`src/rtl/isa_mode_pkg.sv`:
```
package isa_mode_pkg;
   timeunit 1ns; timeprecision 10ps;

   // Trap cause encoding reported one cycle after the offending retirement.
   typedef enum logic [1:0] {
      CAUSE_NONE    = 2'd0,
      CAUSE_ILLEGAL = 2'd1,
      CAUSE_FLOW    = 2'd2,
      CAUSE_PRIV    = 2'd3
   } cause_e;
endpackage

```
`src/rtl/isa_mode_legal.sv`:
```
module isa_mode_legal #(
   parameter int N_UNARY = 4,
   parameter int SEL_W   = 2,
   parameter int CNT_W   = 4,
   parameter int EXT_W   = 4,
   parameter logic [N_UNARY-1:0] CD_MASK = 4'b1100
) (
   input  logic [N_UNARY-1:0] en_i,
   input  logic [SEL_W-1:0]   sel_i,
   input  logic [CNT_W-1:0]   cnt_i,
   input  logic [EXT_W-1:0]   ext_i,
   output logic               legal_o
);
   timeunit 1ns; timeprecision 10ps;

   localparam int N_FLAV = 2**SEL_W;

   logic              cnt_live;
   logic [N_UNARY-1:0] unary_ok;

   assign cnt_live = (cnt_i != '0);

   // Each unary bit is either free-standing or gated by the countdown.
   for (genvar k = 0; k < N_UNARY; k++) begin : g_unary
      if (CD_MASK[k]) begin : g_counted
         assign unary_ok[k] = en_i[k] & cnt_live;
      end else begin : g_plain
         assign unary_ok[k] = en_i[k];
      end
   end

   always_comb begin
      legal_o = 1'b0;
      if (ext_i == '0) legal_o = 1'b1;
      for (int k = 0; k < N_UNARY; k++) begin
         if (ext_i == EXT_W'(k + 1)) legal_o = unary_ok[k];
      end
      for (int f = 1; f < N_FLAV; f++) begin
         if (ext_i == EXT_W'(N_UNARY + f)) legal_o = (sel_i == SEL_W'(f));
      end
   end
endmodule

```
`src/rtl/isa_mode_state.sv`:
```
module isa_mode_state #(
   parameter int N_UNARY = 4,
   parameter int SEL_W   = 2,
   parameter int CNT_W   = 4,
   parameter logic [N_UNARY-1:0] PRIV_UNARY = 4'b0011,
   parameter bit SEL_PRIV = 1'b1,
   localparam int W = N_UNARY + SEL_W + CNT_W
) (
   input  logic         clk_i,
   input  logic         rst_ni,
   input  logic         wr_en_i,
   input  logic [W-1:0] wr_data_i,
   input  logic         sup_i,
   input  logic         ret_valid_i,
   input  logic         enter_i,
   input  logic         leave_i,
   output logic [W-1:0] word_o,
   output logic [W-1:0] save_o,
   output logic         priv_viol_o
);
   timeunit 1ns; timeprecision 10ps;

   localparam int LOW_W = N_UNARY + SEL_W;
   localparam logic [W-1:0] PRIV_BITS = {{CNT_W{1'b0}}, {SEL_W{SEL_PRIV}}, PRIV_UNARY};

   logic [W-1:0]     word_q, word_d, save_q;
   logic [CNT_W-1:0] cnt;

   assign cnt = word_q[W-1 -: CNT_W];
   assign priv_viol_o = wr_en_i & ~sup_i & (((wr_data_i ^ word_q) & PRIV_BITS) != '0);

   always_comb begin
      word_d = word_q;
      if (enter_i) begin
         word_d = {{CNT_W{1'b0}}, word_q[LOW_W-1:0]};
      end else if (leave_i) begin
         word_d = save_q;
      end else if (wr_en_i && !priv_viol_o) begin
         word_d = wr_data_i;
      end else if (ret_valid_i && cnt != '0) begin
         word_d[W-1 -: CNT_W] = cnt - 1'b1;
      end
   end

   always_ff @(posedge clk_i or negedge rst_ni) begin
      if (!rst_ni) begin
         word_q <= '0;
         save_q <= '0;
      end else begin
         word_q <= word_d;
         if (enter_i) save_q <= word_q;
      end
   end

   assign word_o = word_q;
   assign save_o = save_q;

   // one step down per retirement while live
   a_r9_cnt_step: assert property (@(posedge clk_i) disable iff (!rst_ni)
      (ret_valid_i && !wr_en_i && !enter_i && !leave_i && cnt != '0)
      |=> (word_q[W-1 -: CNT_W] == $past(cnt) - 1'b1));
   // nothing moves on an idle cycle
   a_r9_idle_hold: assert property (@(posedge clk_i) disable iff (!rst_ni)
      (!ret_valid_i && !wr_en_i && !enter_i && !leave_i) |=> $stable(word_q));
   // a rejected user write leaves the word as it was
   a_r7_reject: assert property (@(posedge clk_i) disable iff (!rst_ni)
      (priv_viol_o && !ret_valid_i && !enter_i && !leave_i) |=> $stable(word_q));
   // entry snapshots the word, return brings it back
   a_r11_save: assert property (@(posedge clk_i) disable iff (!rst_ni)
      enter_i |=> (save_o == $past(word_q)));
   a_r11_restore: assert property (@(posedge clk_i) disable iff (!rst_ni)
      (leave_i && !enter_i) |=> (word_q == $past(save_q)));
   a_r11_save_hold: assert property (@(posedge clk_i) disable iff (!rst_ni)
      !enter_i |=> $stable(save_q));
endmodule

```
`src/rtl/isa_mode_gate.sv`:
```
module isa_mode_gate
   import isa_mode_pkg::*;
#(
   parameter int N_UNARY = 4,
   parameter int SEL_W   = 2,
   parameter int CNT_W   = 4,
   parameter int EXT_W   = 4,
   parameter logic [N_UNARY-1:0] PRIV_UNARY = 4'b0011,
   parameter logic [N_UNARY-1:0] CD_MASK    = 4'b1100,
   parameter bit SEL_PRIV = 1'b1,
   localparam int W = N_UNARY + SEL_W + CNT_W
) (
   input  logic             clk_i,
   input  logic             rst_ni,
   input  logic             ret_valid_i,
   input  logic             ret_seq_i,
   input  logic [EXT_W-1:0] ret_ext_i,
   input  logic             sup_i,
   input  logic             wr_en_i,
   input  logic [W-1:0]     wr_data_i,
   input  logic             trap_enter_i,
   input  logic             trap_return_i,
   output logic             ext_legal_o,
   output logic [W-1:0]     mode_o,
   output logic [W-1:0]     save_o,
   output logic             trap_o,
   output logic [1:0]       trap_cause_o
);
   timeunit 1ns; timeprecision 10ps;

   localparam int EXT_MIN = $clog2(N_UNARY + 2**SEL_W);

   if (EXT_W < EXT_MIN) begin : g_chk_ext
      $error("EXT_W too narrow for the defined extension IDs");
   end
   if (N_UNARY < 1 || SEL_W < 1 || CNT_W < 1) begin : g_chk_fields
      $error("every mode field needs at least one bit");
   end

   logic [W-1:0]     word, save;
   logic [CNT_W-1:0] cnt;
   logic             priv_viol, flow_viol, ill_viol;
   cause_e           cause_d, cause_q;

   isa_mode_state #(
      .N_UNARY(N_UNARY), .SEL_W(SEL_W), .CNT_W(CNT_W),
      .PRIV_UNARY(PRIV_UNARY), .SEL_PRIV(SEL_PRIV)
   ) state_i (
      .clk_i(clk_i), .rst_ni(rst_ni),
      .wr_en_i(wr_en_i), .wr_data_i(wr_data_i), .sup_i(sup_i),
      .ret_valid_i(ret_valid_i), .enter_i(trap_enter_i), .leave_i(trap_return_i),
      .word_o(word), .save_o(save), .priv_viol_o(priv_viol)
   );

   assign cnt = word[W-1 -: CNT_W];

   isa_mode_legal #(
      .N_UNARY(N_UNARY), .SEL_W(SEL_W), .CNT_W(CNT_W),
      .EXT_W(EXT_W), .CD_MASK(CD_MASK)
   ) legal_i (
      .en_i(word[N_UNARY-1:0]),
      .sel_i(word[N_UNARY +: SEL_W]),
      .cnt_i(cnt),
      .ext_i(ret_ext_i),
      .legal_o(ext_legal_o)
   );

   assign ill_viol  = ret_valid_i & ~ext_legal_o;
   assign flow_viol = ret_valid_i & ~ret_seq_i & (cnt != '0);

   always_comb begin
      if (ill_viol)       cause_d = CAUSE_ILLEGAL;
      else if (flow_viol) cause_d = CAUSE_FLOW;
      else if (priv_viol) cause_d = CAUSE_PRIV;
      else                cause_d = CAUSE_NONE;
   end

   always_ff @(posedge clk_i or negedge rst_ni) begin
      if (!rst_ni) cause_q <= CAUSE_NONE;
      else         cause_q <= cause_d;
   end

   assign trap_cause_o = cause_q;
   assign trap_o       = (cause_q != CAUSE_NONE);
   assign mode_o       = word;
   assign save_o       = save;

   // base instructions never gated
   a_r1_base: assert property (@(posedge clk_i) disable iff (!rst_ni)
      (ret_ext_i == '0) |-> ext_legal_o);
   // illegal retirement reported next cycle
   a_r4_illegal: assert property (@(posedge clk_i) disable iff (!rst_ni)
      (ret_valid_i && !ext_legal_o) |=> (trap_cause_o == CAUSE_ILLEGAL));
   // live count crossed by a jump
   a_r10_flow: assert property (@(posedge clk_i) disable iff (!rst_ni)
      (ret_valid_i && ext_legal_o && !ret_seq_i && cnt != '0)
      |=> (trap_cause_o == CAUSE_FLOW));
   // counted extensions shut once the count is spent
   a_r9_closed: assert property (@(posedge clk_i) disable iff (!rst_ni)
      (cnt == '0 && ret_ext_i == EXT_W'(N_UNARY)
       && CD_MASK[N_UNARY-1]) |-> !ext_legal_o);
endmodule

```
`config.mk`:
```
export PLATFORM = sky130hd
export DESIGN_NAME = isa_mode_gate
export DESIGN_NICKNAME = d
export VERILOG_FILES = /design/src/rtl/isa_mode_pkg.sv /design/src/rtl/isa_mode_legal.sv /design/src/rtl/isa_mode_state.sv /design/src/rtl/isa_mode_gate.sv
export SDC_FILE = /design/constraint.sdc
export NUM_CORES = 1
export LEC_CHECK = 0
export BUFFER_PORTS_ARGS = -buffer_cell sky130_fd_sc_hd__buf_2
export CORE_MARGIN = 4
export CORE_UTILIZATION = 49
export CTS_CLUSTER_DIAMETER = 80
export DETAILED_ROUTE_END_ITERATION = 8
export HOLD_SLACK_MARGIN = 0.12
export PLACE_DENSITY_LB_ADDON = 0.25
export SETUP_SLACK_MARGIN = 0.05
export SYNTH_ARGS = -nofsm -noshare
export SYNTH_HDL_FRONTEND = slang
export SYNTH_SLANG_ARGS = --single-unit
```
`constraint.sdc`:
```
create_clock -name clk_i -period 2.5 [get_ports clk_i]
set_input_delay 0.125 -clock clk_i [delete_from_list [all_inputs] [get_ports clk_i]]
set_output_delay 0.125 -clock clk_i [all_outputs]
set_load 0.02 [all_outputs]
```
==> results.md, run 1 <==
* Source of the worst register-to-register timing path: state_i.word_o[7]
* Worst voltage drop across the vdd grid at 0.4896 mV
* Post-Synthesis Net Count at 156
* Kind of path behind the tightest hold check: input pin to flop
* Power per cell area at 721.0 mW/mm^2
* Buffer cell driving the clock tree root: sky130_fd_sc_hd__clkbuf_4
* Leakage dissipation at 0.7925 nW
* Mean instance size in the synthesized netlist at 10.02 um^2
* Synthesis-stage register bit count at 22
* Synthesis Warnings at 0
* Share of the synthesized area in the top cell type at 41.63%
* Cells along the critical path: inv_1 > ha_1 > or3b_2 > a221oi_2 > o21ai_0 > dlygate4sd3_1 > o21ai_0
* Synth-to-layout area growth at 26.68%
* Setup TNS after final layout at 0 ns
* Number of levels in the clock H-tree at 1
* Cell depth of the worst flop-to-flop path at 7
* Startpoint of the lowest-slack hold path: wr_data_i[9]
* Sequential group share of total power at 43.0%
* Initial core utilization at 52.43%
* Antenna violations before repair at 0
* Share of total power consumed by net switching at 39.13%
* Clock input transition at the sequential cells of the worst setup and hold paths at 0.12 ns
* Last weighted congestion value of the routability-driven placer at 0.8008
* X dimension of the die at 59.95 um
* Final worst path period need at 2.337 ns
* Filler cell count in the final layout at 218
* Total clock buffers created by CTS at 3
* Number of port buffers at 45
* Worst Hold Depth at 3
* Top post-synthesis cells by area: sky130_fd_sc_hd__dfrtp_1 42%, sky130_fd_sc_hd__mux2_2 6.8%, sky130_fd_sc_hd__nor4b_1 2.6%, sky130_fd_sc_hd__xnor2_1 2.6%, sky130_fd_sc_hd__a221o_1 2.3%
* Global-route wire length before repair at 5.354 mm
* Clock share of power at 16.4%
* I/O pin count at 46
* Pin count of the biggest net entering global routing at 25
* Dominant cell by count in the synthesized netlist: sky130_fd_sc_hd__dfrtp_1
* Status: finished clean
* Ratio of final minimum period to clock period at 93.48%
* Number of global-route vias before repair at 1228
* Measured slew at the worst slew-check pin at 0.5100 ns
* Crit path max-delay cell type: sky130_fd_sc_hd__dlygate4sd3_1
* Remaining global-route overflow at 0
* Die height at 59.95 um
* Total wire length after detailed routing at 3.317 mm
* Highest cell delay on the worst timing path at 0.57 ns
* Critical Path End Type: flop
* Most numerous cell types in the synthesized netlist: 22 x sky130_fd_sc_hd__dfrtp_1, 8 x sky130_fd_sc_hd__mux2_2, 8 x sky130_fd_sc_hd__nor2_1
* NetSw at 0.4726 mW
* CTS tree: done
* Buffers plus inverters on the worst setup path at 2
* Crit-path max FO at 6
* Maximum capacitance violations at 0
* Clock buffer depth at 2
* Reg2reg end: trap_cause_o[0]
* Initial DRC Count at 54
* Final HPWL from detailed placement at 2.326 mm
* Sequential area share after synthesis at 41.63%
* All-layer global routing usage at 19.54%
* Layout cell share with drive strength beyond 1 at 39.34%
* Worst-skew pair later-pin latency at 0.31 ns
* Distinct cells, synth at 42
* Number of rows created at floorplan at 18
* Setup repair after global routing missed its margin: false
* Reg2Reg Setup Slack at 0.16 ns
* Final max-slew violation count at 0
* Hold Crit Endpoint: state_i.word_o[9]
* Number of vias per cell at 5.798
* Setup slack at placement at 0.5808 ns
* Number of detailed-route iterations in the first pass at 4
* Fmax at 0.4279 GHz
* EDFF count, synth at 0
* Setup Viol. Count Final at 0
* Delay-heaviest family, CP: buffers and inverters
* Routed vias at 1235
* Worst clock skew at 0.004545 ns
* Diodes inserted at 0
* Crit path top cell by count: sky130_fd_sc_hd__o21ai_0
* Final Util at 66.42%
* Most area-hungry cell type in the Yosys netlist: sky130_fd_sc_hd__dfrtp_1
* Average wire length per cell after detail routing at 15.57 um
* Required time of the critical path at 2.73 ns
* Class of the most critical setup path: flop to flop
* Cell-internal power at 0.7352 mW
* Critical path startpoint category: flop
* # nets final at 208
* Setup ws final at 0.1630 ns
* Core area at 0.002522 mm^2
* Post-route DRC violation count at 0
* Post-synth ARST share at 100.0%
* Clock net sink count at 22
* Share of total power in combinational logic at 40.6%
* Area of the mapped netlist at 0.001323 mm^2
* DIE AREA at 0.003594 mm^2
* Gate Count Post-Synth at 132
* Residual antenna-violating net count after detailed routing at 0
* Final number of hold-violating endpoints at 0
* Max-slew headroom at 66.00%
* Leading register cell type out of synthesis: sky130_fd_sc_hd__dfrtp_1
* Worst endpoint data arrival time at 2.56 ns
[worst min-delay path, cell delays in order]
cell and delay, ns:
sky130_fd_sc_hd__buf_2 0.09, sky130_fd_sc_hd__a311oi_1 0.08, sky130_fd_sc_hd__o32ai_1 0.10
[cells by family (layout without fill, tap and decap cells)]
logic type               after synthesis  in the layout  synth area share [%]
multiplexers                           9              9                 7.569
adder cells (fa/ha/maj)                2              2                 1.892
XOR/XNOR                               6              6                 3.973
AO/OA/AOI/OAI                         37             37                 21.67
buffers and inverters                 13             64                 4.257
flip-flops                            22             22                 41.63
AND/OR/NAND/NOR                       43             43                 19.02
[what timing repair did]
action,CTS,global route
buffers inserted,0,2
endpoints found under the hold margin,26,0
setup endpoints to repair,0,1
resized for setup,0,4
hold buffers,6,0
[state kept, by name, indices dropped and copies added, names as in the netlist]
signal and flops:
trap_cause_o 2, state_i.word_o 10, state_i.save_o 10
[worst max-delay path by stage]
stage	startpoint	depth (start not counted)	end	slack (ns)
after floorplan	state_i.word_o[6]	6	trap_cause_o[1]	0.63
after global placement	state_i.word_o[6]	6	trap_cause_o[1]	0.67
final	state_i.word_o[7]	7	trap_cause_o[0]	0.16
after global routing	state_i.word_o[7]	7	trap_cause_o[0]	0.07
after CTS	state_i.word_o[6]	7	trap_cause_o[0]	0.10
after detailed placement	state_i.word_o[6]	6	trap_cause_o[1]	0.58
[final cells by class]
| cell class | instances | area (um^2) | area share [%] |
|---|---|---|---|
| tap | 30 | 37.54 | 2.240 |
| multi-input combinational | 97 | 721.9 | 43.09 |
| timing repair buffer | 53 | 300.3 | 17.92 |
| sequential | 22 | 553.0 | 33.01 |
| clock buffer | 4 | 36.28 | 2.166 |
| inverter | 7 | 26.28 | 1.568 |
[layout by cell type, fill, tap and decap left out, types with 2 or more instances in the layout]
| cell type | count |
|---|---|
| sky130_fd_sc_hd__inv_1 | 6 |
| sky130_fd_sc_hd__nand3_1 | 6 |
| sky130_fd_sc_hd__ha_1 | 2 |
| sky130_fd_sc_hd__nor4b_1 | 4 |
| sky130_fd_sc_hd__dfrtp_1 | 20 |
| sky130_fd_sc_hd__nor2b_1 | 3 |
| sky130_fd_sc_hd__a21o_1 | 2 |
| sky130_fd_sc_hd__xnor2_1 | 4 |
| sky130_fd_sc_hd__o21ai_0 | 5 |
| sky130_fd_sc_hd__buf_2 | 45 |
| sky130_fd_sc_hd__or2_2 | 2 |
| sky130_fd_sc_hd__nand2_1 | 7 |
| sky130_fd_sc_hd__xor2_1 | 2 |
| sky130_fd_sc_hd__clkbuf_4 | 3 |
| sky130_fd_sc_hd__nand3b_1 | 4 |
| sky130_fd_sc_hd__mux2_2 | 8 |
| sky130_fd_sc_hd__buf_4 | 2 |
| sky130_fd_sc_hd__o32ai_1 | 3 |
| sky130_fd_sc_hd__a22oi_1 | 2 |
| sky130_fd_sc_hd__a221o_1 | 3 |
| sky130_fd_sc_hd__dfrtp_2 | 2 |
| sky130_fd_sc_hd__a21oi_1 | 5 |
| sky130_fd_sc_hd__o21ai_2 | 2 |
| sky130_fd_sc_hd__o22ai_1 | 3 |
| sky130_fd_sc_hd__dlygate4sd3_1 | 6 |
| sky130_fd_sc_hd__nor2_1 | 8 |
| sky130_fd_sc_hd__nand2b_1 | 3 |
[metal layers]
metal  up-vias  track usage (%)  part of all wire [%]
li1        598                -                     -
met1       589            25.41                    44
met2        42            32.25                    49
met3         6            2.592                   5.4
met4         0            8.544                   1.3
met5         -                0                     0
[power by group through the flow]
stage | Clock [mW] | Sequential (mW) | Combinational [mW]
6_report | 0.198 | 0.519 | 0.491
5_1_grt | 0.217 | 0.533 | 0.537
4_1_cts | 0.205 | 0.518 | 0.484
3_5_place_dp | 0 | 0.525 | 0.474
3_3_place_gp | 0 | 0.518 | 0.469
2_1_floorplan | 0 | 0.609 | 0.226
[per-stage QoR]
step	area, um^2	instances	hold WS (ns)	power (mW)
floorplan	1323	132	-0.1706	0.8350
global placement	1555	201	0.1185	0.9870
detailed placement	1555	201	0.1219	0.9984
CTS	1652	211	0.1295	1.207
global route	1675	213	0.1523	1.286
finish	1675	213	0.1334	1.208
Power figures use the tool's default switching activity.
==> run 2, diff against run 1 <==
--- a/config.mk
+++ b/config.mk
@@ -12,6 +12,7 @@
 export DETAILED_ROUTE_END_ITERATION = 8
 export HOLD_SLACK_MARGIN = 0.12
 export PLACE_DENSITY_LB_ADDON = 0.25
+export REMOVE_ABC_BUFFERS = 1
 export SETUP_SLACK_MARGIN = 0.05
 export SYNTH_ARGS = -nofsm -noshare
 export SYNTH_HDL_FRONTEND = slang
==> results.md, run 2 (synthesis gave the netlist of run 1 again) <==
* Antenna violations before repair at 0 (unchanged)
* Buffer cell driving the clock tree root: sky130_fd_sc_hd__clkbuf_4
* Kind of path behind the tightest hold check: input pin to flop
* Ratio of final minimum period to clock period at 88.97% (-4.5 points)
* Post-route DRC violation count at 0 (unchanged)
* Clock buffer depth at 2 (unchanged)
* Non-filler instance count after layout at 210 (-1.4%)
* Synth-to-layout area growth at 25.35%
* Leakage dissipation at 0.7857 nW (-0.86%)
* DIE AREA at 0.003594 mm^2 (unchanged)
* Layout cell share with drive strength beyond 1 at 36.67% (-2.7 points)
* Cells along the critical path: inv_1 > ha_1 > or3b_2 > a221oi_1 > nor2_1 > buf_2
* Overall power of the completed layout at 1.282 mW (+6.1%)
* Worst voltage drop across the vdd grid at 0.5319 mV (+8.7%)
* Hold_ws at 0.1293 ns (-0.004106 ns)
* Number of global-route vias before repair at 1249 (+1.7%)
* Class of the most critical setup path: flop to output port
* Max-slew headroom at 66.27% (+0.27 points)
* Total wire length after detailed routing at 3.479 mm (+4.9%)
* I/O pin count at 46 (unchanged)
* Initial core utilization at 52.43% (unchanged)
* Worst-skew pair later-pin latency at 0.31 ns (about the same)
* Clock net sink count at 22 (unchanged)
* Commonest non-fill, non-tap cells in the layout: 45 x sky130_fd_sc_hd__buf_2, 22 x sky130_fd_sc_hd__dfrtp_1, 8 x sky130_fd_sc_hd__nor2_1, 8 x sky130_fd_sc_hd__mux2_2
* Maximum capacitance violations at 0 (unchanged)
* Final number of hold-violating endpoints at 0 (unchanged)
* Buffers plus inverters on the worst setup path at 2 (unchanged)
* Worst Hold Depth at 3 (unchanged)
* Fin area at 0.001658 mm^2 (-1.0%)
* Final worst path period need at 2.224 ns (-0.1126 ns)
* Placed standard-cell area at 0.001555 mm^2 (unchanged)
* Delay-heaviest family, CP: simple AND/OR/NAND/NOR gates
* CTS tree: done
* Fmax at 0.4496 GHz (+5.1%)
* Worst clock skew at 0.001303 ns (-0.003242 ns)
* Diodes inserted at 0 (unchanged)
* Total instance count after detailed placement at 201 (unchanged)
* Number of vias per cell at 6.014 (+3.7%)
* Leading cell type in the layout, fill and taps excluded: sky130_fd_sc_hd__buf_2
* Remaining global-route overflow at 0 (unchanged)
* Die height at 59.95 um (unchanged)
* Final max-slew violation count at 0 (unchanged)
* Total number of cells along the worst setup path at 6 (-1)
* Critical path startpoint category: flop
* Measured slew at the worst slew-check pin at 0.5059 ns (-0.004086 ns)
* All-layer global routing usage at 21.29% (+1.7 points)
* Final HPWL from detailed placement at 2.468 mm (+6.1%)
* Setup repair after global routing missed its margin: false
* Routed vias at 1263 (+2.3%)
* Setup Viol. Count Final at 0 (unchanged)
* X dimension of the die at 59.95 um (unchanged)
* Pin count of the biggest net entering global routing at 25 (unchanged)
* Number of rows created at floorplan at 18 (unchanged)
* Power per cell area at 773.4 mW/mm^2 (+7.3%)
* Status: finished clean
* Average wire length per cell after detail routing at 16.57 um (+6.4%)
* Core area at 0.002522 mm^2 (unchanged)
* Number of detailed-route iterations in the first pass at 4 (unchanged)
* Last weighted congestion value of the routability-driven placer at 0.7888 (-1.5%)
* Number of port buffers at 45 (unchanged)
* Global-route wire length before repair at 5.782 mm (+8.0%)
* Number of levels in the clock H-tree at 1 (unchanged)
* Highest cell delay on the worst timing path at 0.47 ns (-0.10 ns)
* Cell depth of the worst flop-to-flop path at 6 (-1)
* Total clock buffers created by CTS at 3 (unchanged)
* Critical Path End Type: output port
* Residual antenna-violating net count after detailed routing at 0 (unchanged)
* Worst endpoint data arrival time at 2.10 ns (-0.46 ns)
* Required time of the critical path at 2.38 ns (-0.35 ns)
* Initial DRC Count at 49 (-9.3%)
* Setup TNS after final layout at 0 ns (unchanged)
* Crit-path max FO at 6 (unchanged)
* Clock input transition at the sequential cells of the worst setup and hold paths at 0.13 ns (about the same)
* # nets final at 205 (-1.4%)
* Crit path max-delay cell type: sky130_fd_sc_hd__or3b_2
==> run 2: where the power goes <==
part           switching, mW  total [mW]  internal, mW
Clock                  0.115       0.277         0.162
Sequential            0.0859       0.519         0.433
Combinational          0.282       0.486         0.204
Total                  0.483        1.28         0.799
==> run 2: routing by layer <==
| metal | vias up | GRT usage (%) | routed length, um |
|---|---|---|---|
| li1 | 594 | - | - |
| met1 | 612 | 27.26 | 1500 |
| met2 | 52 | 36.11 | 1675 |
| met3 | 5 | 3.888 | 261 |
| met4 | 0 | 6.646 | 41 |
| met5 | - | 0 | 0 |
==> run 2: layout make-up <==
class | count | area, um^2
multi-input cells | 97 | 715.7
flip-flops and latches | 22 | 550.5
fillers | 215 | 864.6
repair buffers | 50 | 275.3
clock buffers | 3 | 22.52
clock inverters | 1 | 30.03
well taps | 30 | 37.54
inverters | 7 | 26.28
==> run 2: through the flow <==
stage                     setup WS [ns]  utilization (%)
final                            0.2756            65.72
after floorplan                  0.6281                -
after global routing             0.1754            65.72
after detailed placement         0.5772            61.66
after global placement           0.6615            61.66
after CTS                        0.2785            65.72
==> run 2: worst register-to-register path: cells and delay by family, from the launching register on <==
family	cells	cell delay, ns
and+or+nand+nor	1	0.47
AOI/OAI and AO/OA	3	0.61
DFF	1	0.45
buffers and inverters	1	0.14
adders and majority gates	1	0.15
==> run 2: worst paths after layout <==
path | slack [ns] | startpoint | to
max in group asynchronous | 1.87 | rst_ni | state_i.save_o[0]
min reg2reg | 0.54 | state_i.save_o[6] | state_i.save_o[6]
max reg2reg | 0.56 | state_i.word_o[6] | trap_cause_o[1]
max | 0.28 | state_i.word_o[6] | ext_legal_o
min | 0.13 | wr_data_i[9] | state_i.word_o[9]
min in group asynchronous | 0.30 | rst_ni | state_i.word_o[1]
==> run 2: what timing repair did <==
action / CTS / global route
hold buffers: 5 / 0
resized for setup: 0 / 0
buffers inserted: 0 / 0
hold endpoints to repair: 26 / 0
==> run 3, diff against run 2 <==
--- a/config.mk
+++ b/config.mk
@@ -6,8 +6,9 @@
 export NUM_CORES = 1
 export LEC_CHECK = 0
 export BUFFER_PORTS_ARGS = -buffer_cell sky130_fd_sc_hd__buf_2
-export CORE_MARGIN = 4
-export CORE_UTILIZATION = 49
+export CELL_PAD_IN_SITES_DETAIL_PLACEMENT = 1
+export CELL_PAD_IN_SITES_GLOBAL_PLACEMENT = 2
+export CORE_UTILIZATION = 29
 export CTS_CLUSTER_DIAMETER = 80
 export DETAILED_ROUTE_END_ITERATION = 8
 export HOLD_SLACK_MARGIN = 0.12
==> results.md, run 3 (synthesis gave the netlist of run 1 again) <==
* Status: finished clean
* Residual antenna-violating net count after detailed routing at 0 (unchanged)
* Cells along the critical path: inv_1 > ha_1 > or3b_2 > a221oi_1 > nor2_1 > buf_2
* Reg2Reg Setup Slack at 0.48 ns (-0.08 ns)
* CTS tree: done
* Startpoint of the lowest-slack hold path: wr_data_i[3]
* Measured slew at the worst slew-check pin at 0.5130 ns (+0.007023 ns)
* Remaining global-route overflow at 0 (unchanged)
* Final max-slew violation count at 0 (unchanged)
* Total clock buffers created by CTS at 3 (unchanged)
* Fmax at 0.4508 GHz (+0.28%)
* Number of port buffers at 45 (unchanged)
* Setup TNS after final layout at 0 ns (unchanged)
* Number of levels in the clock H-tree at 1 (unchanged)
* Kind of path behind the tightest hold check: input pin to flop
* Clock net sink count at 22 (unchanged)
* Max-slew headroom at 65.80% (-0.47 points)
* Core area at 0.004354 mm^2 (+73%)
* Total wire length after detailed routing at 3.904 mm (+12%)
* Final number of hold-violating endpoints at 0 (unchanged)
* Post-route DRC violation count at 0 (unchanged)
* Worst Hold Depth at 3 (unchanged)
* Hold Crit Endpoint: state_i.word_o[3]
* Clock input transition at the sequential cells of the worst setup and hold paths at 0.08 ns (-0.05 ns)
* I/O pin count at 46 (unchanged)
* Overall power of the completed layout at 1.241 mW (-3.2%)
* Crit-path max FO at 6 (unchanged)
* Leading cell type in the layout, fill and taps excluded: sky130_fd_sc_hd__buf_2
* Clock buffer depth at 2 (unchanged)
* Diodes inserted at 0 (unchanged)
* Critical Path End Type: output port
* Die height at 69.53 um (+16%)
* Class of the most critical setup path: flop to output port
* Ratio of final minimum period to clock period at 88.72% (-0.25 points)
* Synth-to-layout area growth at 24.31%
* Initial DRC Count at 44 (-10%)
* Setup repair after global routing missed its margin: false
* Highest cell delay on the worst timing path at 0.48 ns (about the same)
* Pin count of the biggest net entering global routing at 25 (unchanged)
* Global-route wire length before repair at 6.444 mm (+11%)
* Last weighted congestion value of the routability-driven placer at 0.8515 (+7.9%)
* Worst voltage drop across the vdd grid at 0.2501 mV (-53%)
* Final HPWL from detailed placement at 2.879 mm (+17%)
* Initial core utilization at 30.37% (-22 points)
* Power per cell area at 754.8 mW/mm^2 (-2.4%)
* Worst endpoint data arrival time at 2.09 ns (about the same)
* Critical path startpoint category: flop
* Buffers plus inverters on the worst setup path at 2 (unchanged)
* Reg2reg end: trap_cause_o[1]
* Setup Viol. Count Final at 0 (unchanged)
* Antenna violations before repair at 0 (unchanged)
* Buffer cell driving the clock tree root: sky130_fd_sc_hd__clkbuf_8
* Resized cells post-CTS at 0 (unchanged)
* Number of rows created at floorplan at 24 (+6)
* Number of vias per cell at 5.390 (-10%)
* Delay-heaviest family, CP: simple AND/OR/NAND/NOR gates
* Required time of the critical path at 2.38 ns (about the same)
* All-layer global routing usage at 16.66% (-4.6 points)
* Number of global-route vias before repair at 1275 (+2.1%)
* Average wire length per cell after detail routing at 17.12 um (+3.4%)
* Worst clock skew at 0.003149 ns (+0.001846 ns)
* Final worst path period need at 2.218 ns (-0.006282 ns)
* Leakage dissipation at 0.7668 nW (-2.4%)
* DIE AREA at 0.004834 mm^2 (+35%)
* Total number of cells along the worst setup path at 6 (unchanged)
* Routed vias at 1229 (-2.7%)
* Commonest non-fill, non-tap cells in the layout: 45 x sky130_fd_sc_hd__buf_2, 22 x sky130_fd_sc_hd__dfrtp_1, 8 x sky130_fd_sc_hd__nor2_1, 8 x sky130_fd_sc_hd__mux2_2
* Crit path max-delay cell type: sky130_fd_sc_hd__or3b_2
* # nets final at 202 (-1.5%)
* Source of the worst register-to-register timing path: state_i.word_o[6]
* Cell depth of the worst flop-to-flop path at 6 (unchanged)
* Layout cell share with drive strength beyond 1 at 36.93% (+0.27 points)
* Worst-skew pair later-pin latency at 0.27 ns (-0.04 ns)
* Maximum capacitance violations at 0 (unchanged)
* Number of detailed-route iterations in the first pass at 4 (unchanged)
* X dimension of the die at 69.53 um (+16%)
[run 3: cell type report]
cell class / count / area, um^2
inverters: 7 / 26.28
clock buffers: 3 / 41.29
well taps: 52 / 65.06
repair buffers: 47 / 245.2
multi-input cells: 97 / 715.7
fillers: 522 / 2710
flip-flops and latches: 22 / 550.5
[run 3: where the power goes]
part	switching (mW)	internal [mW]
Combinational	0.285	0.201
Clock	0.124	0.108
Sequential	0.0891	0.434
Total	0.498	0.743
[run 3: worst max path at each step]
stage	end	slack, ns	startpoint
final	ext_legal_o	0.28	state_i.word_o[6]
after global routing	ext_legal_o	0.16	state_i.word_o[6]
after CTS	ext_legal_o	0.29	state_i.word_o[6]
after detailed placement	trap_cause_o[1]	0.50	state_i.word_o[6]
after global placement	trap_cause_o[1]	0.65	state_i.word_o[6]
after floorplan	trap_cause_o[1]	0.63	state_i.word_o[6]
[run 3: worst register-to-register path, cell delays in order, from the launching register on]
cell	delay (ns)
sky130_fd_sc_hd__dfrtp_1	0.44
sky130_fd_sc_hd__inv_1	0.14
sky130_fd_sc_hd__ha_1	0.15
sky130_fd_sc_hd__or3b_2	0.48
sky130_fd_sc_hd__a221oi_1	0.39
sky130_fd_sc_hd__o21ai_0	0.15
sky130_fd_sc_hd__a21boi_0	0.15
[run 3: repair_timing]
action | 4_1_cts | 5_1_grt
hold buffers | 2 | 0
endpoints found under the hold margin | 23 | 0
buffers inserted | 0 | 0
[run 3: metrics by stage]
step / hold slack [ns] / std cells / setup WS [ns] / instance area (um^2) / utilization (%)
floorplan: -0.1706 / 126 / 0.6281 / 1292 / -
global placement: 0.1200 / 223 / 0.6491 / 1583 / 36.35
detailed placement: 0.1327 / 223 / 0.5036 / 1583 / 36.35
CTS: 0.1212 / 228 / 0.2937 / 1644 / 37.76
global route: 0.1455 / 228 / 0.1639 / 1644 / 37.76
finish: 0.1119 / 228 / 0.2819 / 1644 / 37.76
[run 3: layer usage]
layer  wire length, um  up-vias  track usage, %
met5                 0        -               0
met4                28        0           3.855
met3               185        4           3.634
met2              1825       40           26.75
met1              1864      599           22.88
li1                  -      586               -
